<file path="config.mk">
export PLATFORM = sky130hd
export DESIGN_NAME = burst_col_seq
export DESIGN_NICKNAME = d
export VERILOG_FILES = /design/src/rtl/bcs_pkg.sv /design/src/rtl/bcs_len_decode.sv /design/src/rtl/bcs_addr_gen.sv /design/src/rtl/bcs_rd_delay.sv /design/src/rtl/burst_col_seq.sv
export SDC_FILE = /design/constraint.sdc
export NUM_CORES = 1
export LEC_CHECK = 0
export BUFFER_PORTS_ARGS = -buffer_cell sky130_fd_sc_hd__buf_2
export CORE_MARGIN = 3
export CORE_UTILIZATION = 50
export DETAILED_ROUTE_END_ITERATION = 12
export PLACE_DENSITY = 0.79
export SETUP_SLACK_MARGIN = 0.5
export SLEW_MARGIN = 20
export SYNTH_ARGS = -nofsm -noshare
export SYNTH_HDL_FRONTEND = slang
export SYNTH_SLANG_ARGS = --single-unit
export TNS_END_PERCENT = 1
</file>
<file path="constraint.sdc">
create_clock -name clk -period 2.8 [get_ports clk]
set_clock_uncertainty 0.05 [all_clocks]
set_input_delay 0.42 -clock clk [delete_from_list [all_inputs] [get_ports clk]]
set_output_delay 0.42 -clock clk [all_outputs]
set_load 0.005 [all_outputs]
</file>
<file path="src/rtl/bcs_pkg.sv">
package bcs_pkg;

  // Burst length codes; the numeric value of the fixed lengths is log2 of the length.
  typedef enum logic [2:0] {
    BL_ONE   = 3'd0,
    BL_TWO   = 3'd1,
    BL_FOUR  = 3'd2,
    BL_EIGHT = 3'd3,
    BL_ROW   = 3'd7
  } blen_e;

  localparam int unsigned MIN_CL = 2;

endpackage

</file>
<file path="src/rtl/bcs_len_decode.sv">
module bcs_len_decode
  import bcs_pkg::*;
#(
  parameter int unsigned COL_W = 9
) (
  input  logic [2:0]       code_i,
  output logic [COL_W-1:0] mask_o,
  output logic             full_o,
  output logic             single_o
);

  // Mask of the column bits that move within the burst.
  always_comb begin
    mask_o   = '0;
    full_o   = 1'b0;
    single_o = 1'b0;
    case (blen_e'(code_i))
      BL_TWO:   mask_o = COL_W'(1);
      BL_FOUR:  mask_o = COL_W'(3);
      BL_EIGHT: mask_o = COL_W'(7);
      BL_ROW: begin
        mask_o = '1;
        full_o = 1'b1;
      end
      default:  single_o = 1'b1;
    endcase
  end

endmodule

</file>
<file path="src/rtl/bcs_addr_gen.sv">
module bcs_addr_gen #(
  parameter int unsigned COL_W = 9
) (
  input  logic             clk,
  input  logic             rst_n,
  input  logic             start_i,
  input  logic [COL_W-1:0] start_col_i,
  input  logic [COL_W-1:0] mask_i,
  input  logic             full_i,
  input  logic             single_i,
  input  logic             ilv_i,
  input  logic             stop_i,
  output logic [COL_W-1:0] col_o,
  output logic             col_vld_o,
  output logic             err_o
);

  // Column at a given step: the bits outside the mask hold, the bits inside it step.
  function automatic logic [COL_W-1:0] col_at(
    input logic [COL_W-1:0] base,
    input logic [COL_W-1:0] mask,
    input logic             ilv,
    input logic [COL_W-1:0] step
  );
    logic [COL_W-1:0] off;
    logic [COL_W-1:0] low;
    off = base & mask;
    low = ilv ? (off ^ step) : ((off + step) & mask);
    return (base & ~mask) | (low & mask);
  endfunction

  logic [COL_W-1:0] base_q, mask_q, cnt_q, col_q;
  logic             ilv_q, full_q, vld_q, err_q;

  // Named internal events.
  logic             start_bad, start_go, burst_last, burst_halt;
  logic [COL_W-1:0] cnt_nxt;

  assign start_bad  = start_i & full_i & ilv_i;
  assign start_go   = start_i & ~start_bad;
  assign burst_last = vld_q & ~full_q & (cnt_q == mask_q);
  assign burst_halt = vld_q & (stop_i | burst_last);
  assign cnt_nxt    = cnt_q + COL_W'(1);

  always_ff @(posedge clk or negedge rst_n) begin
    if (!rst_n) begin
      base_q <= '0;
      mask_q <= '0;
      cnt_q  <= '0;
      col_q  <= '0;
      ilv_q  <= 1'b0;
      full_q <= 1'b0;
      vld_q  <= 1'b0;
      err_q  <= 1'b0;
    end else begin
      err_q <= start_bad;
      if (start_go) begin
        base_q <= start_col_i;
        mask_q <= mask_i;
        ilv_q  <= ilv_i & ~single_i;
        full_q <= full_i;
        cnt_q  <= '0;
        col_q  <= start_col_i;
        vld_q  <= 1'b1;
      end else if (start_bad) begin
        vld_q <= 1'b0;
      end else if (burst_halt) begin
        vld_q <= 1'b0;
      end else if (vld_q) begin
        cnt_q <= cnt_nxt;
        col_q <= col_at(base_q, mask_q, ilv_q, cnt_nxt);
      end
    end
  end

  assign col_o     = col_q;
  assign col_vld_o = vld_q;
  assign err_o     = err_q;

  // an accepted start shows its column on the next cycle
  assert_start_issues_R10: assert property (@(posedge clk) disable iff (!rst_n)
    start_go |=> (vld_q && col_q == $past(start_col_i)));

  // the bits above the moving field do not change within a fixed burst
  assert_block_fixed_R3: assert property (@(posedge clk) disable iff (!rst_n)
    (vld_q && !full_q && !start_i && !stop_i && !burst_last)
      |=> (vld_q && ((col_q & ~mask_q) == ($past(col_q) & ~mask_q))));

  // stop without a start ends the burst
  assert_stop_ends_R7: assert property (@(posedge clk) disable iff (!rst_n)
    (stop_i && !start_i) |=> !vld_q);

  // a rejected start flags an error and issues nothing
  assert_reject_R9: assert property (@(posedge clk) disable iff (!rst_n)
    start_bad |=> (err_q && !vld_q));

  // the error flag lasts one cycle unless another rejected start follows
  assert_err_pulse_R9: assert property (@(posedge clk) disable iff (!rst_n)
    (err_q && !start_bad) |=> !err_q);

endmodule

</file>
<file path="src/rtl/bcs_rd_delay.sv">
module bcs_rd_delay
  import bcs_pkg::*;
#(
  parameter int unsigned MAX_CL = 3
) (
  input  logic clk,
  input  logic rst_n,
  input  logic vld_i,
  input  logic cl3_i,
  output logic rd_vld_o
);

  localparam int unsigned TAP_LO = MIN_CL - 1;
  localparam int unsigned TAP_HI = MAX_CL - 1;

  logic [MAX_CL-1:0] sr_q;

  for (genvar s = 0; s < MAX_CL; s++) begin : g_stage
    if (s == 0) begin : g_head
      always_ff @(posedge clk or negedge rst_n) begin
        if (!rst_n) sr_q[s] <= 1'b0;
        else        sr_q[s] <= vld_i;
      end
    end else begin : g_body
      always_ff @(posedge clk or negedge rst_n) begin
        if (!rst_n) sr_q[s] <= 1'b0;
        else        sr_q[s] <= sr_q[s-1];
      end
    end
  end

  assign rd_vld_o = cl3_i ? sr_q[TAP_HI] : sr_q[TAP_LO];

  // two-clock latency
  assert_cl2_delay_R11: assert property (@(posedge clk) disable iff (!rst_n)
    !cl3_i |-> (rd_vld_o == $past(vld_i, 2)));

  // three-clock latency
  assert_cl3_delay_R11: assert property (@(posedge clk) disable iff (!rst_n)
    cl3_i |-> (rd_vld_o == $past(vld_i, 3)));

endmodule

</file>
<file path="src/rtl/burst_col_seq.sv">
module burst_col_seq #(
  parameter int unsigned COL_W  = 9,
  parameter int unsigned MAX_CL = 3
) (
  input  logic             clk,
  input  logic             rst_n,
  input  logic             start_i,
  input  logic [COL_W-1:0] start_col_i,
  input  logic [2:0]       blen_i,
  input  logic             ilv_i,
  input  logic             cl3_i,
  input  logic             stop_i,
  output logic [COL_W-1:0] col_o,
  output logic             col_vld_o,
  output logic             err_o,
  output logic             rd_vld_o
);

  logic [COL_W-1:0] mask_w;
  logic             full_w, single_w, vld_w;

  bcs_len_decode #(.COL_W(COL_W)) i_dec (
    .code_i   (blen_i),
    .mask_o   (mask_w),
    .full_o   (full_w),
    .single_o (single_w)
  );

  bcs_addr_gen #(.COL_W(COL_W)) i_gen (
    .clk         (clk),
    .rst_n       (rst_n),
    .start_i     (start_i),
    .start_col_i (start_col_i),
    .mask_i      (mask_w),
    .full_i      (full_w),
    .single_i    (single_w),
    .ilv_i       (ilv_i),
    .stop_i      (stop_i),
    .col_o       (col_o),
    .col_vld_o   (vld_w),
    .err_o       (err_o)
  );

  bcs_rd_delay #(.MAX_CL(MAX_CL)) i_dly (
    .clk      (clk),
    .rst_n    (rst_n),
    .vld_i    (vld_w),
    .cl3_i    (cl3_i),
    .rd_vld_o (rd_vld_o)
  );

  assign col_vld_o = vld_w;

  // nothing is flagged while the block is in reset
  always_comb begin
    if (!rst_n) begin
      assert_reset_quiet_R1: assert (!vld_w && !err_o);
    end
  end

endmodule

</file>
## Word-level counts from Yosys, hierarchy flattened

Index checks and enable logic that the tools add are counted.

| cells by class | value |
|---|---|
| bitwise gates (word level) | 17 |
| equal/unequal tests | 7 |
| add/subtract/negate cells | 2 |
| reductions and logical operators | 4 |
| mux-type cells | 15 |

Operators with widths:

| kind | count |
|---|---|
| two-way mux 9 bit | 9 |
| AND 9 bit | 4 |
| one-hot mux 9 bit (4 select lines) | 1 |
| adder 9 x 1 -> 9 bit, second input constant | 1 |
| adder 9 bit | 1 |
| equality test 9 bit | 1 |
| inverter 9 bit | 1 |
| OR 9 bit | 1 |
| bitwise XOR 9 bit | 1 |
| AND 1 bit | 7 |
| equality test 3 x 2 -> 1 bit, second input constant | 2 |
| two-way mux 1 bit | 5 |
| OR reduction 4 bit | 1 |
| equality test 3 x 1 -> 1 bit, second input constant | 1 |
| equality test 3 bit, second input constant | 1 |
| AND reduction 3 bit | 1 |
| nonzero test 3 bit | 1 |
| != test 2 x 1 -> 1 bit, second input constant | 1 |
| != test 2 bit, second input constant | 1 |
| inverter 1 bit | 2 |
| nonzero test 2 bit | 1 |
| OR 1 bit | 1 |

| storage, ports and cells | value |
|---|---|
| bits of input ports | 18 |
| word-level logic and storage cells | 56 |
| output and inout bits | 12 |
| register bits after elaboration | 43 |

## Logic depth before layout (Yosys ltp)

| depth | value |
|---|---|
| depth in word-level cells | 10 |
| mapped depth | 11 |
| depth with buffers taken out | 11 |

## Hierarchy

Synthesis repeated with hierarchy kept, for this count alone.

| second synthesis, totals | value |
|---|---|
| cell total of the unflattened synthesis | 291 |
| area total of the unflattened synthesis | 2590.0 sq um |

By module, submodules not included:

| module | cells an instance | area an instance (sq um) | instances | sequential area each (sq um) |
|---|---|---|---|---|
| bcs_addr_gen | 273 | 2412.3 | 1 | 1001.0 |
| bcs_rd_delay | 4 | 90.1 | 1 | 75.1 |
| bcs_len_decode | 14 | 87.6 | 1 | 0.0 |

## Worst setup path after synthesis

OpenSTA, ideal clock, no wires.

| path | value |
|---|---|
| path type | register to register |
| start | register i_gen.cnt_q[0] |
| end | register i_gen.col_q[8], in the netlist i_gen.col_o[8] |
| data required time | 2.681 ns |
| path slack | 0.270 ns |
| cell stages (with the launch flop) | 11 |
| arrival time | 2.411 ns |
| cells stage by stage | dfrtp_1 > ha_1 > nand3_1 > nor2_1 > xor2_1 > ha_1 > or4_1 > o21ai_0 > xor2_1 > a211o_1 > nand3_1 |

| on the way | value |
|---|---|
| longest elaborated chain between the ends | 10 |
| elaborated cells on any way between the ends | 17 |

RTL lines:

| item | line | RTL |
|---|---|---|
| start: declaration | bcs_addr_gen.sv:32 | `logic [COL_W-1:0] base_q, mask_q, cnt_q, col_q;` |
| start signal: assignment | bcs_addr_gen.sv:70 | `cnt_q <= cnt_nxt;` |
| adder 9 x 1 -> 9 bit | bcs_addr_gen.sv:43 | `assign cnt_nxt = cnt_q + COL_W'(1);` |
| adder 9 bit | bcs_addr_gen.sv:28 | `low = ilv ? (off ^ step) : ((off + step) & mask);` |
| AND 9 bit | bcs_addr_gen.sv:28 |  |
| two-way mux 9 bit | bcs_addr_gen.sv:28 |  |
| AND 9 bit | bcs_addr_gen.sv:29 | `return (base & ~mask) \| (low & mask);` |
| OR 9 bit | bcs_addr_gen.sv:29 |  |
| two-way mux 9 bit | bcs_addr_gen.sv:69 | `end else if (vld_q) begin` |
| two-way mux 9 bit | bcs_addr_gen.sv:67 | `end else if (burst_halt) begin` |
| two-way mux 9 bit | bcs_addr_gen.sv:65 | `end else if (start_bad) begin` |
| two-way mux 9 bit | bcs_addr_gen.sv:57 | `if (start_go) begin` |
| end signal: assignment | bcs_addr_gen.sv:63 | `col_q <= start_col_i;` |
| end signal: assignment | bcs_addr_gen.sv:71 | `col_q <= col_at(base_q, mask_q, ilv_q, cnt_nxt);` |
| end: declaration | bcs_addr_gen.sv:32 |  |

Parallel ways exist; a longest one is shown, timed or not. The select of a mux whose other input is x is not followed.
A chain may end at the register's enable or synchronous reset.

## Worst setup path in the final report

Same ends and word-level chain as after synthesis.

==> impl_results.md <==
* Final WL at 5310 microns
* Fin Setup TNS at 0 ns
* Slack of the critical path at between 0.3 and 0.4 ns
* Most frequent cell after synthesis: nand2_1
* Die height at 72.9 microns
* CTS Sinks at 37
* Final Setup Violations at 0
* Largest net degree at the start of global routing at 38
* Int Pwr at 0.000960 W
* Top cell type's share of synthesized area at just over 40%
* Initial core utilization at 54.0%
* DPL Wire Length at 3580 microns
* Synth warnings at 0
* Post-synth top cells: 45 x nand2_1, 37 x dfrtp_1, 19 x o21ai_0
* Sw Share at 28.2%
* IO Pins at 30
* Die width at 72.9 microns
* Max Cap Viol at 0
* Synth top area cells: dfrtp_1 41%, nand2_1 7.6%, ha_1 5.0%
* Share of cells above drive strength 1 at 28.4%
* TritonRoute pass-1 iters at 4
* Fin crit period at 2.40 ns
* Vias in the first global route at about 1800
* Worst-Margin Slew at between 0.8 and 0.9 ns
* N_diodes at 0
* Initial antenna violation count at 0
* Cells after Synth at 245
* Post-synth EDFFs at 0
* Relative slew slack at 45.3%
* Post-synthesis sequential area ratio at between 40% and 50%
* Post-detailed-route count of antenna-violating nets at 0
* Critical path peak fanout at 3
* Clock share of power at between 30% and 40%
* RD Place Congestion at 0.896
* Area leader, netlist: dfrtp_1
* Type of the worst min-delay path: input pin to async pin
* Longest Clk Path Bufs at 2
* Cell Area, Synth at between 0.002 and 0.0025 sq mm
* Pwr per Cell Area at 495 mW/mm^2
* Place WS at approximately 0.33 ns
* Post-synth top flop: dfrtp_1
* WP data required at 2.99 ns
* First-pass GRT wire length at 8670 microns
* Leakage power at 1.25 nW
* Worst VDD drop at 0.000262 V
* Worst-case hold slack at 0.160 ns
* Comb pwr share at between 10% and 20%
* CP Capture Type: flip-flop
* Async S/R FF share, synth at 100%
* Tcrit/Tclk final at a little under nine tenths
* Final hold vios at 0
* Nets at 309
* Num CTS Buffers at 5
* Mapped Avg Cell Area at 9.13 sq um
* Sequential share of power at 47.0%
* Maximum clock rate at around 420 MHz
* Cells after DPL at 316
* DRC viols at 0
* Core ar. at 0.00414 sq mm
* Die area at 0.00531 sq mm
* H-tree depth at 2
* Initial DRC Count at ~150
* Grt total ovfl at 0
* Overall routing resource usage at 21.4%
* Switching power total at around 0.00038 W
* Number of fill cells in the layout at 334
* Setup repair after global routing missed its margin: true
* Synth-to-Final Area Change at 20.9%
* Drt wl/cell at 16.0 microns
* Via count at about 1900
* Yosys reg bits at 37
* CTS clk-pin slew, worst paths at 0.08 ns
* Synth Net Count at 273
* Clock root cell: clkbuf_8
* CP arrival at between 2 and 3 ns
* Cell Rows at 23
* Clk Latency, worst-skew pair at 0.30 ns
* CTS tree: done
* Vias per cell at 5.72
* WS Path Type: flip-flop to flip-flop
* Synth unique cells at 51
* Critical Path Start Type: flip-flop
* Port bufs at 29
* Status: finished, final reports clean
* Cell Count, Final, Fillers Out at 332
* Slew Limit Fails at 0
sequential cells by signal, indices dropped and copies added, names as in the netlist:
register	flops
i_gen.base_q	9
i_gen.cnt_q	9
i_gen.col_o	9
i_gen.mask_q	4
i_dly.sr_q	3
i_gen.col_vld_o	1
i_gen.err_o	1
i_gen.ilv_q	1
power groups by stage:
stage,Clock (W),Combinational [W],Sequential [W]
floorplan,0,0.000166,0.000624
global placement,0,0.000231,0.000638
detailed placement,0,0.000237,0.000640
CTS,0.000467,0.000247,0.000627
global route,0.000495,0.000281,0.000636
finish,0.000459,0.000250,0.000629
cell families after synthesis:
| family | count (synthesis) | synth area share (%) |
|---|---|---|
| AOI/OAI and AO/OA | 61 | 18.4 |
| xor gates and xnor gates | 14 | 5.48 |
| adders and majority gates | 10 | 5.93 |
| buffers and inverters | 21 | 4.76 |
| DFF | 37 | 41.4 |
| muxes | 7 | 3.30 |
| and+or+nand+nor | 95 | 20.7 |
metal layers:
| layer | part of all wire [%] | routed length, microns | up-vias | track usage, % |
|---|---|---|---|---|
| li1 | - | - | 919 | - |
| met1 | 46 | 2420 | 927 | 29.9 |
| met2 | 48 | 2550 | 46 | 33.7 |
| met3 | 5.4 | 287 | 7 | 3.86 |
| met4 | 1.1 | 58 | 0 | 6.56 |
| met5 | 0 | 0 | - | 0 |
metrics by stage:
stage                     total power (W)  util, %  area (sq um)
after floorplan                  0.000790        -          2280
after global placement           0.000869     58.8          2430
after detailed placement         0.000877     58.8          2430
after CTS                         0.00134     63.0          2610
after global routing              0.00141     65.2          2700
final                             0.00134     65.2          2700
area by class of cell:
| class | count | area, sq um | share of cell area [%] |
|---|---|---|---|
| inverters | 11 | 41.3 | 1.53 |
| well taps | 50 | 62.6 | 2.31 |
| repair buffers | 39 | 220 | 8.14 |
| flip-flops and latches | 37 | 932 | 34.5 |
| clock buffers | 6 | 72.6 | 2.68 |
| multi-input cells | 187 | 1340 | 49.6 |
| clock inverters | 2 | 35.0 | 1.30 |
worst max-delay path: stages (launching register included):
cell      delay (ns)
dfrtp_2         0.41
and3_4          0.21
nand3_4         0.11
nor2_4          0.16
xor2_2          0.08
ha_2            0.36
o211ai_1        0.12
a21oi_1         0.26
o21ai_4         0.10
xor2_2          0.16
a211o_1         0.26
nand3_1         0.06
path summary, 6_finish.rpt:
path | from | endpoint | slack (ns) | cells after the start
worst min-delay path | rst_n | i_gen.cnt_q[5] | 0.16 | 1
worst min register to register | i_dly.sr_q[0] | i_dly.sr_q[1] | 0.31 | 0
min in group clk | start_col_i[0] | i_gen.base_q[0] | 0.29 | 3
worst max-delay path | i_gen.cnt_q[0] | i_gen.col_o[8] | 0.40 | 11
max in group asynchronous | rst_n | i_gen.cnt_q[0] | 1.96 | 1
worst max register to register | i_gen.cnt_q[0] | i_gen.col_o[8] | 0.40 | 11
placed cells by master, fill, tap and decap left out, types with 2 or more instances in the layout:
cell type,n
nand2_1,45
dfrtp_1,32
buf_2,29
o21ai_0,16
inv_1,10
buf_4,10
and2_1,8
nor2_1,8
a21oi_1,7
a22o_1,7
xor2_1,6
nand3_1,6
o21ai_1,6
ha_1,6
clkbuf_8,5
dfrtp_2,5
xnor2_1,4
nor2b_1,4
mux2i_1,4
xor2_2,3
mux2_2,3
nor3_1,3
nand2b_1,3
a31oi_1,3
o211ai_1,3
nand3_4,2
nor2_4,2
and3_1,2
or3_1,2
ha_4,2
repair_timing:
item,CTS,global route
gates resized for setup,8,15
hold buffers,0,0
pin swaps,5,8
buffers inserted,6,2
endpoints found under the setup margin,6,10
(Power assumes the default switching activity.)
